[src/rtl/sif_pkg.sv]
package sif_pkg;
    localparam int DATA_W = 24;
    localparam int CMD_W  = 8;
    localparam int CNT_W  = $clog2(DATA_W + 1);

    localparam logic [2:0] A_COMM  = 3'd0;
    localparam logic [2:0] A_MODE  = 3'd1;
    localparam logic [2:0] A_CONF  = 3'd2;
    localparam logic [2:0] A_DATA  = 3'd3;
    localparam logic [2:0] A_IDENT = 3'd4;
    localparam logic [2:0] A_RSVD  = 3'd5;
    localparam logic [2:0] A_OFFS  = 3'd6;
    localparam logic [2:0] A_FSCL  = 3'd7;

    localparam logic [7:0]  CREAD_ENTER = 8'h5C;
    localparam logic [7:0]  CREAD_LEAVE = 8'h58;
    localparam logic [7:0]  IDENT_VAL   = 8'h5B;
    localparam logic [15:0] MODE_DEF    = 16'h000A;
    localparam logic [15:0] CONF_DEF    = 16'h0710;
    localparam logic [23:0] OFFS_DEF    = 24'h800000;
    localparam logic [23:0] FSCL_DEF    = 24'h500000;

    typedef enum logic [2:0] {
        S_CMD, S_WR, S_RD, S_CRWAIT, S_CRRD
    } state_e;

    typedef struct packed {
        logic       wen;
        logic       rd;
        logic [2:0] addr;
        logic       cread;
        logic [1:0] pad;
    } cmd_t;

    function automatic logic [CNT_W-1:0] reg_bits(input logic [2:0] a);
        case (a)
            A_MODE, A_CONF:         reg_bits = CNT_W'(16);
            A_DATA, A_OFFS, A_FSCL: reg_bits = CNT_W'(24);
            default:                reg_bits = CNT_W'(8);
        endcase
    endfunction
endpackage

[src/rtl/sif_ones_watch.sv]
module sif_ones_watch #(
    parameter int RUN_LEN = 32
) (
    input  logic clk,
    input  logic rst,
    input  logic din,
    output logic fire
);
    localparam int RW = $clog2(RUN_LEN);
    logic [RW-1:0] run_q;

    assign fire = din && (run_q == RW'(RUN_LEN - 1));

    always_ff @(posedge clk) begin
        if (rst || fire || !din) run_q <= '0;
        else                     run_q <= run_q + 1'b1;
    end
endmodule

[src/rtl/sif_regfile.sv]
module sif_regfile
    import sif_pkg::*;
(
    input  logic              clk,
    input  logic              rst_all,
    input  logic              wr_en,
    input  logic [2:0]        wr_addr,
    input  logic [DATA_W-1:0] wr_data,
    input  logic [2:0]        rd_addr,
    input  logic              rd_evt,
    input  logic              conv_load,
    input  logic [DATA_W-1:0] conv_data,
    output logic [DATA_W-1:0] rd_val,
    output logic              rdy_n,
    output logic [15:0]       mode_q,
    output logic [15:0]       conf_q,
    output logic [23:0]       offs_q,
    output logic [23:0]       fscale_q
);
    logic [DATA_W-1:0] data_q;

    always_ff @(posedge clk) begin
        if (rst_all) begin
            mode_q   <= MODE_DEF;
            conf_q   <= CONF_DEF;
            offs_q   <= OFFS_DEF;
            fscale_q <= FSCL_DEF;
            data_q   <= '0;
            rdy_n    <= 1'b1;
        end else begin
            if (wr_en) begin
                case (wr_addr)
                    A_MODE:  mode_q   <= wr_data[15:0];
                    A_CONF:  conf_q   <= wr_data[15:0];
                    A_OFFS:  offs_q   <= wr_data;
                    A_FSCL:  fscale_q <= wr_data;
                    default: ;
                endcase
            end
            if (conv_load) begin
                data_q <= conv_data;
                rdy_n  <= 1'b0;
            end else if (rd_evt) begin
                rdy_n  <= 1'b1;
            end
        end
    end

    always_comb begin
        case (rd_addr)
            A_COMM:  rd_val = {16'h0, rdy_n, 7'h0};
            A_MODE:  rd_val = {8'h0, mode_q};
            A_CONF:  rd_val = {8'h0, conf_q};
            A_DATA:  rd_val = data_q;
            A_IDENT: rd_val = {16'h0, IDENT_VAL};
            A_OFFS:  rd_val = offs_q;
            A_FSCL:  rd_val = fscale_q;
            default: rd_val = '0;
        endcase
    end
endmodule

[src/rtl/sercmd_if.sv]
module sercmd_if
    import sif_pkg::*;
#(
    parameter int RUN_LEN = 32
) (
    input  logic              clk,
    input  logic              rst,
    input  logic              din,
    input  logic              conv_load,
    input  logic [DATA_W-1:0] conv_data,
    output logic              dout,
    output logic              rdy_n,
    output logic [15:0]       mode_q,
    output logic [15:0]       conf_q,
    output logic [23:0]       offs_q,
    output logic [23:0]       fscale_q
);
    state_e            state_q;
    logic [CNT_W-1:0]  cnt_q, len_q;
    logic [DATA_W-2:0] rx_q;
    logic [DATA_W-1:0] tx_q, rd_val, wr_word;
    logic [2:0]        addr_q, rd_sel;
    logic              exit_q, ones_fire, rst_all, wr_en, rd_evt, cmd_done, last_bit;
    cmd_t              cmd_now;
    logic [CNT_W-1:0]  cmd_len;

    assign rst_all = rst || ones_fire;

    sif_ones_watch #(.RUN_LEN(RUN_LEN)) ones_i (
        .clk(clk), .rst(rst), .din(din), .fire(ones_fire)
    );

    always_comb begin
        cmd_now  = cmd_t'({rx_q[CMD_W-2:0], din});
        wr_word  = {rx_q, din};
        cmd_len  = reg_bits(cmd_now.addr);
        cmd_done = (state_q == S_CMD) && (cnt_q == CNT_W'(CMD_W - 1));
        last_bit = (cnt_q == len_q - 1'b1);
        wr_en    = (state_q == S_WR) && last_bit;
        rd_sel   = (state_q == S_CRWAIT) ? A_DATA : cmd_now.addr;
        rd_evt   = (cmd_done && cmd_now.rd && cmd_now.addr == A_DATA &&
                    cmd_now != cmd_t'(CREAD_ENTER)) ||
                   (state_q == S_CRWAIT && !rdy_n);
    end

    sif_regfile regs_i (
        .clk(clk), .rst_all(rst_all), .wr_en(wr_en), .wr_addr(addr_q),
        .wr_data(wr_word), .rd_addr(rd_sel), .rd_evt(rd_evt),
        .conv_load(conv_load), .conv_data(conv_data), .rd_val(rd_val),
        .rdy_n(rdy_n), .mode_q(mode_q), .conf_q(conf_q), .offs_q(offs_q),
        .fscale_q(fscale_q)
    );

    always_ff @(posedge clk) begin
        if (rst_all) begin
            state_q <= S_CMD;
            cnt_q   <= '0;
            len_q   <= '0;
            rx_q    <= '0;
            tx_q    <= '0;
            addr_q  <= '0;
            exit_q  <= 1'b0;
        end else begin
            case (state_q)
                S_CMD: begin
                    if (cnt_q != '0 || !din) begin
                        rx_q <= wr_word[DATA_W-2:0];
                        if (cmd_done) begin
                            cnt_q  <= '0;
                            addr_q <= cmd_now.addr;
                            len_q  <= cmd_len;
                            if (cmd_now == cmd_t'(CREAD_ENTER)) begin
                                state_q <= S_CRWAIT;
                            end else if (cmd_now.rd) begin
                                tx_q    <= rd_val << (CNT_W'(DATA_W) - cmd_len);
                                state_q <= S_RD;
                            end else if (cmd_now.addr != A_COMM) begin
                                state_q <= S_WR;
                            end
                        end else begin
                            cnt_q <= cnt_q + 1'b1;
                        end
                    end
                end
                S_WR, S_RD: begin
                    rx_q <= wr_word[DATA_W-2:0];
                    tx_q <= tx_q << 1;
                    if (last_bit) begin
                        cnt_q   <= '0;
                        state_q <= S_CMD;
                    end else begin
                        cnt_q <= cnt_q + 1'b1;
                    end
                end
                S_CRWAIT: begin
                    if (!rdy_n) begin
                        tx_q    <= rd_val;
                        cnt_q   <= '0;
                        len_q   <= CNT_W'(DATA_W);
                        exit_q  <= 1'b0;
                        state_q <= S_CRRD;
                    end
                end
                S_CRRD: begin
                    rx_q <= wr_word[DATA_W-2:0];
                    tx_q <= tx_q << 1;
                    if (cnt_q == CNT_W'(CMD_W - 1) && cmd_now == cmd_t'(CREAD_LEAVE))
                        exit_q <= 1'b1;
                    if (last_bit) begin
                        cnt_q   <= '0;
                        state_q <= exit_q ? S_CMD : S_CRWAIT;
                    end else begin
                        cnt_q <= cnt_q + 1'b1;
                    end
                end
                default: state_q <= S_CMD;
            endcase
        end
    end

    always_ff @(negedge clk) begin
        if (rst) dout <= 1'b0;
        else     dout <= (state_q == S_RD || state_q == S_CRRD) ? tx_q[DATA_W-1] : 1'b0;
    end
endmodule

[config.mk]
export PLATFORM = sky130hd
export DESIGN_NAME = sercmd_if
export DESIGN_NICKNAME = d
export VERILOG_FILES = /design/src/rtl/sif_pkg.sv /design/src/rtl/sif_ones_watch.sv /design/src/rtl/sif_regfile.sv /design/src/rtl/sercmd_if.sv
export SDC_FILE = /design/constraint.sdc
export NUM_CORES = 1
export LEC_CHECK = 0
export BUFFER_PORTS_ARGS = -buffer_cell sky130_fd_sc_hd__buf_2
export CAP_MARGIN = 20
export CORE_ASPECT_RATIO = 0.9
export CORE_MARGIN = 8
export CORE_UTILIZATION = 60
export DETAILED_ROUTE_END_ITERATION = 12
export GPL_TIMING_DRIVEN = 0
export PLACE_DENSITY = 0.93
export SYNTH_ARGS = -nofsm -noshare
export SYNTH_HDL_FRONTEND = slang
export SYNTH_HIERARCHICAL = 1
export SYNTH_SLANG_ARGS = --single-unit
[constraint.sdc]
create_clock -name clk -period 5.8 [get_ports clk]
set_clock_uncertainty 0.15 [all_clocks]
set_input_delay 0 -clock clk [delete_from_list [all_inputs] [get_ports clk]]
set_output_delay 0 -clock clk [all_outputs]
set_load 0.005 [all_outputs]
==> metrics.yaml, run 1 <==
clock_path_buffers: 2
yosysWarnings: 6
grt_usage_pct: 31.9
crit_path_cell_trace: "buf_2 -> clkbuf_1 -> buf_2 -> xnor2_1 -> nor4b_1"
whs_ns: 0.0471
diodes: 0
status: "finished clean"
detail_route.iter0.violations: 1357
worst_pin_slew_ns: 0.851
drtAntennaViolNets: 0
slew_headroom_pct: 43.3
drv_slew: 0
p_per_area_nw_per_um2: 273
clkSinkCount: 172
yosys.area.top_type: "dfxtp_1"
row_count: 41
worstPathArrival_ns: 2.07
cpMaxStageDelayCell: "clkbuf_1"
worstPathMaxFanout: 10
place_inst: 1260
core_um2: 14000
grt.met1_usage_pct: 38.5
ys_seq_area_share_pct: 40.5
hold_viol_final: 0
yosys_register_bits: 172
tns_ns: 0
first_global_vias: 8390
endpoint_kind: "flop"
avgViaCountPerCell: 6.50
cts-root-buf: "clkbuf_16"
synth.net_count: 991
syn_avg_cell_area_um2: 8.85
cp_num_buf_inv: 3
grt_pass1_wl_um: 45200
yosysTopAreaCellShare_pct: 40.5
cts-buffers-inserted: 17
dpl.hpwl_um: 19400
grt_use_met2_pct: 48.7
required_ns: 3.10
io_pins: 110
power_switching_w: 0.000752
place_congestion: 0.954
power.internal_w: 0.00202
cpLargestDelayFamily: "buffers and inverters"
maxCapViolCount: 0
p_seq_share_pct: 45.6
synthToLayoutAreaGrowth_pct: 19.7
synthTopCellsByArea: "dfxtp_1 (41%), mux2i_1 (9.1%), nand2_1 (7.6%)"
cts_tree: "done"
drive_above_1_share_pct: 23.6
vias: 8595
grt_start_max_net_pins: 17
fillers: 970
wl_um: 29200
power_leakage_nw: 4.05
p_sw_share_pct: 27.1
final_common_cell: "dfxtp_1"
die_h_um: 129
dr.pass1.iters: 9
start_kind: "flop"
async_flop_share_pct: 0
combPwrFrac_pct: 14.1
critPathKind: "reg -> reg"
seq_area_um2: 3440
synth_cell_types: 72
grt-ovfl-total: 0
dieWidth_um: 141
critical_path.max_stage_delay_ns: 0.42
start_util_pct: 60.9
syn-cell-area_um2: 8490
layout.nets: 1150
clk_latency_ns: 0.44
cts.clk_slew.worst_paths_ns: 0.06
wl_per_cell_um: 22.0
synth_edf_count: 0
antenna_found_initial: 1
setup_viol: 0
multi_input_area_um2: 4520
drc: 0
top_usage_layer: "met2"
final_cell_mix: "dfxtp_1 (172), nand2_1 (171), buf_2 (132)"
hp-class: "in -> reg"
vdd_drop_max_mv: 0.238
rsz0062_at_grt: "false"
io_buffers: 108
die-area_um2: 18200
use_met3_pct: 10.9
path_common_cell: "buf_2"
synth_top_flop_cell: "dfxtp_1"
power_frac_clock_pct: 40.2
syn_inst: 959
layout.cells.non_filler: 1323
htreeDepth: 4
==> stage by stage <==
| stage | total power [W] | util (%) | instance area, um2 | setup WS [ns] |
|---|---|---|---|---|
| 2_1_floorplan | 0.00155 | - | 8490 | 1.39 |
| 3_3_place_gp | 0.00164 | 66.5 | 9270 | 1.07 |
| 3_5_place_dp | 0.00165 | 66.5 | 9270 | 1.09 |
| 4_1_cts | 0.00275 | 72.9 | 10200 | 1.07 |
| 5_1_grt | 0.00285 | 72.9 | 10200 | 0.935 |
| 6_report | 0.00278 | 72.9 | 10200 | 1.03 |
==> path summary, 6_finish.rpt <==
check | from | endpoint | slack, ns | cells after the start
min | conv_load | regs_i/rdy_n | 0.05 | 3
max reg2reg | state_q[2] | dout | 1.03 | 5
min reg2reg | ones_i/run_q[0] | ones_i/run_q[0] | 0.31 | 1
max | state_q[2] | dout | 1.03 | 5
==> synthesized netlist by cell type (10+ instances only) <==
master    count
a21oi_1      73
mux2_1       12
clkbuf_1     18
buf_6        12
a221oi_1     16
nor3_1       12
a21oi_2      12
nand2_1     171
buf_4        14
buf_2        24
o221ai_1     11
dfxtp_1     172
a22oi_1      32
nor2_1      112
mux2_2       22
mux2i_1      77
nand3_1      10
a211oi_2     19
==> per-layer routing <==
layer  part of all wire, %  routed length (um)
met5                  0.18                  53
met4                   5.9                1720
met3                    13                3670
met2                    44               12700
met1                    38               11000
==> sequential cells by signal, indices dropped and copies added (netlist names), 5 cells and up <==
register	cells
regs_i/offs_q	24
cnt_q	5
tx_q	24
regs_i/fscale_q	24
rx_q	23
regs_i/mode_q	16
regs_i/conf_q	16
regs_i/data_q	24
ones_i/run_q	5
==> what timing repair did <==
action	CTS	global route
buffers inserted	0	0
hold endpoints to repair	34	0
endpoints found under the setup margin	0	0
hold buffers	32	0
resized for setup	0	0
==> power by group through the flow <==
stage                     combinational [W]    clock, W  sequential, W
after CTS                          0.000379     0.00111        0.00126
final                              0.000391     0.00112        0.00127
after floorplan                    0.000274  0.00000216        0.00128
after global placement             0.000347  0.00000216        0.00129
after detailed placement           0.000355  0.00000216        0.00129
after global routing               0.000415     0.00117        0.00127
==> area by class of cell <==
| type | instances | share of cell area (%) |
|---|---|---|
| plain buffers | 77 | 4.98 |
| clock buffers | 22 | 4.76 |
| multi-input cells | 703 | 44.4 |
| inverters | 6 | 0.222 |
| flip-flops and latches | 172 | 33.9 |
| well taps | 193 | 2.38 |
| clock inverters | 10 | 0.911 |
| repair buffers | 140 | 8.47 |
==> worst register-to-register path: cells and delay by family (launching register included) <==
| kind | cells | cell delay (ns) |
|---|---|---|
| flops | 1 | 0.30 |
| simple gates | 1 | 0.23 |
| buf+inv | 3 | 1.00 |
| xor+xnor | 1 | 0.11 |
==> kinds of logic after synthesis <==
group / count (synthesis) / share of synthesized area [%]
mux: 111 / 13.6
fa+ha+maj: 4 / 0.589
buf+inv: 84 / 6.28
flops: 172 / 40.5
compound gates: 210 / 18.3
xor+xnor: 5 / 0.604
simple gates: 373 / 20.1
No activity file was read; power rests on OpenSTA's default activity.
==> run 2, diff against run 1 <==
- CORE_UTILIZATION: 60 -> 58
- PLACE_DENSITY: 0.93 -> 0.91
- clock period: 5.8 -> 4.4 ns (I/O delays scaled with it)
==> metrics.yaml, run 2 (synthesized netlist as in run 1, its figures left out) <==
status: "finished clean"
clkSinkCount: 172
setup_viol: 0
worstPathMaxFanout: 10
grt_usage_pct: 30.4
drive_above_1_share_pct: 23.5
drtAntennaViolNets: 0
rrSetupSlack_ns: 0.37
grt-ovfl-total: 0
rr_startpoint: "state_q[2]"
detail_route.iter0.violations: 1292
maxCapViolCount: 0
start_util_pct: 58.5
tns_ns: 0
core_um2: 14500
timing.rr.end: "dout"
vias: 8574
whs_ns: 0.0623
htreeDepth: 4
endpoint_kind: "flop"
slew_headroom_pct: 45.6
worst_pin_slew_ns: 0.816
grt_start_max_net_pins: 17
required_ns: 2.41
ff2ff_path_depth: 5
hold_viol_final: 0
layout.cells.non_filler: 1328
final_common_cell: "dfxtp_1"
dr.pass1.iters: 8
rsz0062_at_grt: "false"
hp-class: "in -> reg"
io_pins: 110
avgViaCountPerCell: 6.46
p_per_area_nw_per_um2: 361
die-area_um2: 18800
whs_path_depth: 3
synthToLayoutAreaGrowth_pct: 19.9
cts-buffers-inserted: 17
final_cell_mix: "dfxtp_1 (172), nand2_1 (171), buf_2 (132)"
clk_latency_ns: 0.43
drc: 0
place_congestion: 0.978
dieWidth_um: 144
timing.final.ws_setup_ns: 0.371
layout.nets: 1150
cpLargestDelayFamily: "buffers and inverters"
path_common_cell: "buf_2"
cp_num_buf_inv: 3
wl_per_cell_um: 21.6
wl_um: 28700
vdd_drop_max_mv: 0.300
place_inst: 1265
worstHoldStart: "conv_load"
fillers: 1039
clock_path_buffers: 2
cpMaxStageDelayCell: "clkbuf_1"
cts-root-buf: "clkbuf_16"
cts_resized: 0
diodes: 0
worstPathArrival_ns: 2.03
pre_cts_slack_ns: 0.415
grt_pass1_wl_um: 43600
critPathKind: "reg -> reg"
drv_slew: 0
cts.clk_slew.worst_paths_ns: 0.06
power_leakage_nw: 4.05
row_count: 42
critical_path.max_stage_delay_ns: 0.39
fin_util_pct: 70.2
first_global_vias: 8096
start_kind: "flop"
io_buffers: 108
cts_tree: "done"
antenna_found_initial: 0
hold_end: "regs_i/rdy_n"
die_h_um: 131
crit_path_cell_trace: "buf_2 -> clkbuf_1 -> buf_2 -> xnor2_1 -> nor4b_1"
dpl.hpwl_um: 19400
run 2: how the worst max path moves through the flow:
stage                from    to  slack [ns]  cells after the start
2_1_floorplan  state_q[2]  dout        0.69                      5
3_3_place_gp   state_q[2]  dout        0.41                      5
3_5_place_dp   state_q[2]  dout        0.41                      5
4_1_cts        state_q[2]  dout        0.40                      5
5_1_grt        state_q[2]  dout        0.18                      5
6_report       state_q[2]  dout        0.37                      5
run 2: through the flow:
| step | area, um2 | power (W) |
|---|---|---|
| after global placement | 9280 | 0.00216 |
| final | 10200 | 0.00368 |
| after global routing | 10200 | 0.00378 |
| after floorplan | 8490 | 0.00205 |
| after CTS | 10200 | 0.00365 |
| after detailed placement | 9280 | 0.00217 |
run 2: layout make-up:
cell class                      instances  area, um2  share of cell area, %
Multi-Input combinational cell        703       4520                   44.4
Tap cell                              198        248                   2.43
Buffer                                 77        507                   4.98
Clock inverter                         11        121                   1.19
Inverter                                6       22.5                  0.221
Sequential cell                       172       3440                   33.8
Timing Repair Buffer                  140        861                   8.46
Clock buffer                           21        460                   4.52
run 2: report_power, final:
part           internal, W  switching [W]  total [W]
clock             0.000863       0.000627    0.00149
sequential         0.00162      0.0000545    0.00167
combinational     0.000214       0.000305   0.000519
total              0.00269       0.000987    0.00368
run 2: worst register-to-register path, cell delays in order (launching register included):
cell and delay, ns:
dfxtp_1 0.30, buf_2 0.23, clkbuf_1 0.39, buf_2 0.36, xnor2_1 0.11, nor4b_1 0.22
run 2: repair_timing:
item | 4_1_cts | 5_1_grt
hold buffers | 32 | 0
endpoints found under the hold margin | 34 | 0
setup endpoints to repair | 0 | 0
setup buffers | 0 | 0
run 2: routing by layer:
layer / part of all wire, % / track usage [%]
met5: 0 / 0
met4: 5.7 / 18.5
met3: 14 / 8.97
met2: 44 / 47.0
met1: 37 / 36.9
==> run 3, diff against run 2 <==
- CORE_UTILIZATION: 58 -> 50
- PLACE_DENSITY: 0.91 -> 0.82
==> metrics.yaml, run 3 (synthesized netlist as in run 1, its figures left out) <==
status: "finished clean"
first_global_vias: 7672
core_um2: 16800
drc: 0
slew_headroom_pct: 46.3
worst_pin_slew_ns: 0.806
start_kind: "flop"
place_congestion: 0.957
seq_area_um2: 3440
grt_pass1_wl_um: 42700
clock_path_buffers: 2
critical_path.max_stage_delay_ns: 0.37
vdd_drop_max_mv: 0.225
cpMaxStageDelayCell: "clkbuf_1"
wl_um: 27500
drv_slew: 0
dieWidth_um: 153
critPathKind: "reg -> reg"
io_buffers: 108
cts-root-buf: "clkbuf_16"
maxCapViolCount: 0
rrSetupSlack_ns: 0.36
row_count: 45
final_cell_mix: "dfxtp_1 (172), nand2_1 (171), buf_2 (132)"
p_per_area_nw_per_um2: 367
worstPathMaxFanout: 10
start_util_pct: 50.6
avgViaCountPerCell: 6.09
rsz0062_at_grt: "false"
crit_path_cell_trace: "buf_2 -> clkbuf_1 -> buf_2 -> xnor2_1 -> nor4b_1"
htreeDepth: 4
worstPathArrival_ns: 2.04
die_h_um: 140
hp-class: "in -> reg"
tns_ns: 0
endpoint_kind: "flop"
cts-buffers-inserted: 17
required_ns: 2.40
dr.pass1.iters: 6
clkSinkCount: 172
synthToLayoutAreaGrowth_pct: 20.5
path_common_cell: "buf_2"
clk_latency_ns: 0.43
cts.clk_slew.worst_paths_ns: 0.06
diodes: 0
final_common_cell: "dfxtp_1"
drive_above_1_share_pct: 23.6
power_leakage_nw: 4.08
drtAntennaViolNets: 0
grt_usage_pct: 25.2
antenna_found_initial: 0
hold_viol_final: 0
vias: 8171
detail_route.iter0.violations: 959
wl_per_cell_um: 20.5
dpl.hpwl_um: 19400
multi_input_area_um2: 4520
fillers: 1396
whs_ns: 0.0523
grt-ovfl-total: 0
grt_start_max_net_pins: 17
cts_setup_buffers: 0
setup_viol: 0
die-area_um2: 21400
io_pins: 110
layout.nets: 1150
cts_tree: "done"
## run 3: cell types whose count changed in the layout (fill, tap and decap cells not counted), sizes merged
cell      before  now
inv            7   10
bufinv         2    3
clkinvlp       5    2
## run 3: area by class of cell
class | instances | share of cell area, %
buffer | 77 | 4.95
clock buffer | 21 | 4.50
clock inverter | 12 | 1.58
inverter | 6 | 0.220
multi-input combinational | 703 | 44.1
sequential | 172 | 33.6
tap | 211 | 2.58
timing repair buffer | 140 | 8.41
## run 3: worst paths after layout
check	to	from	cells past startpoint
setup / recovery	dout	state_q[2]	5
hold / removal	regs_i/rdy_n	conv_load	3
setup reg to reg	dout	state_q[2]	5
hold reg to reg	ones_i/run_q[0]	ones_i/run_q[0]	1
## run 3: where the power goes
group	internal (W)	leakage [nW]	total, W	switching, W
clock	0.000933	0.300	0.00158	0.000650
combinational	0.000213	2.39	0.000510	0.000297
sequential	0.00162	1.39	0.00167	0.0000523
## run 3: per-layer routing
layer	vias up	part of all wire, %	GRT usage, %
li1	3701	-	-
met1	3901	40	32.0
met2	488	44	38.7
met3	81	12	7.21
met4	0	4.3	12.1
met5	-	0	0
## run 3: worst max-delay path: cells and delay by family, from the launching register on
kind          cells  cell delay [ns]
buf+inv           3             0.95
flops             1             0.30
simple gates      1             0.24
xor+xnor          1             0.12
## run 3: repair_timing
action,in CTS,in global routing
hold buffers,32,0
endpoints found under the hold margin,34,0
gates resized for setup,0,0
## run 3: stage by stage
stage	instances	cell area, um2	setup WS [ns]	utilization (%)	power [W]
floorplan	959	8490	0.692	-	0.00205
global placement	1278	9300	0.409	55.4	0.00216
detailed placement	1278	9300	0.395	55.4	0.00217
CTS	1342	10200	0.379	61.0	0.00375
global route	1342	10200	0.288	61.0	0.00388
finish	1342	10200	0.359	61.0	0.00376
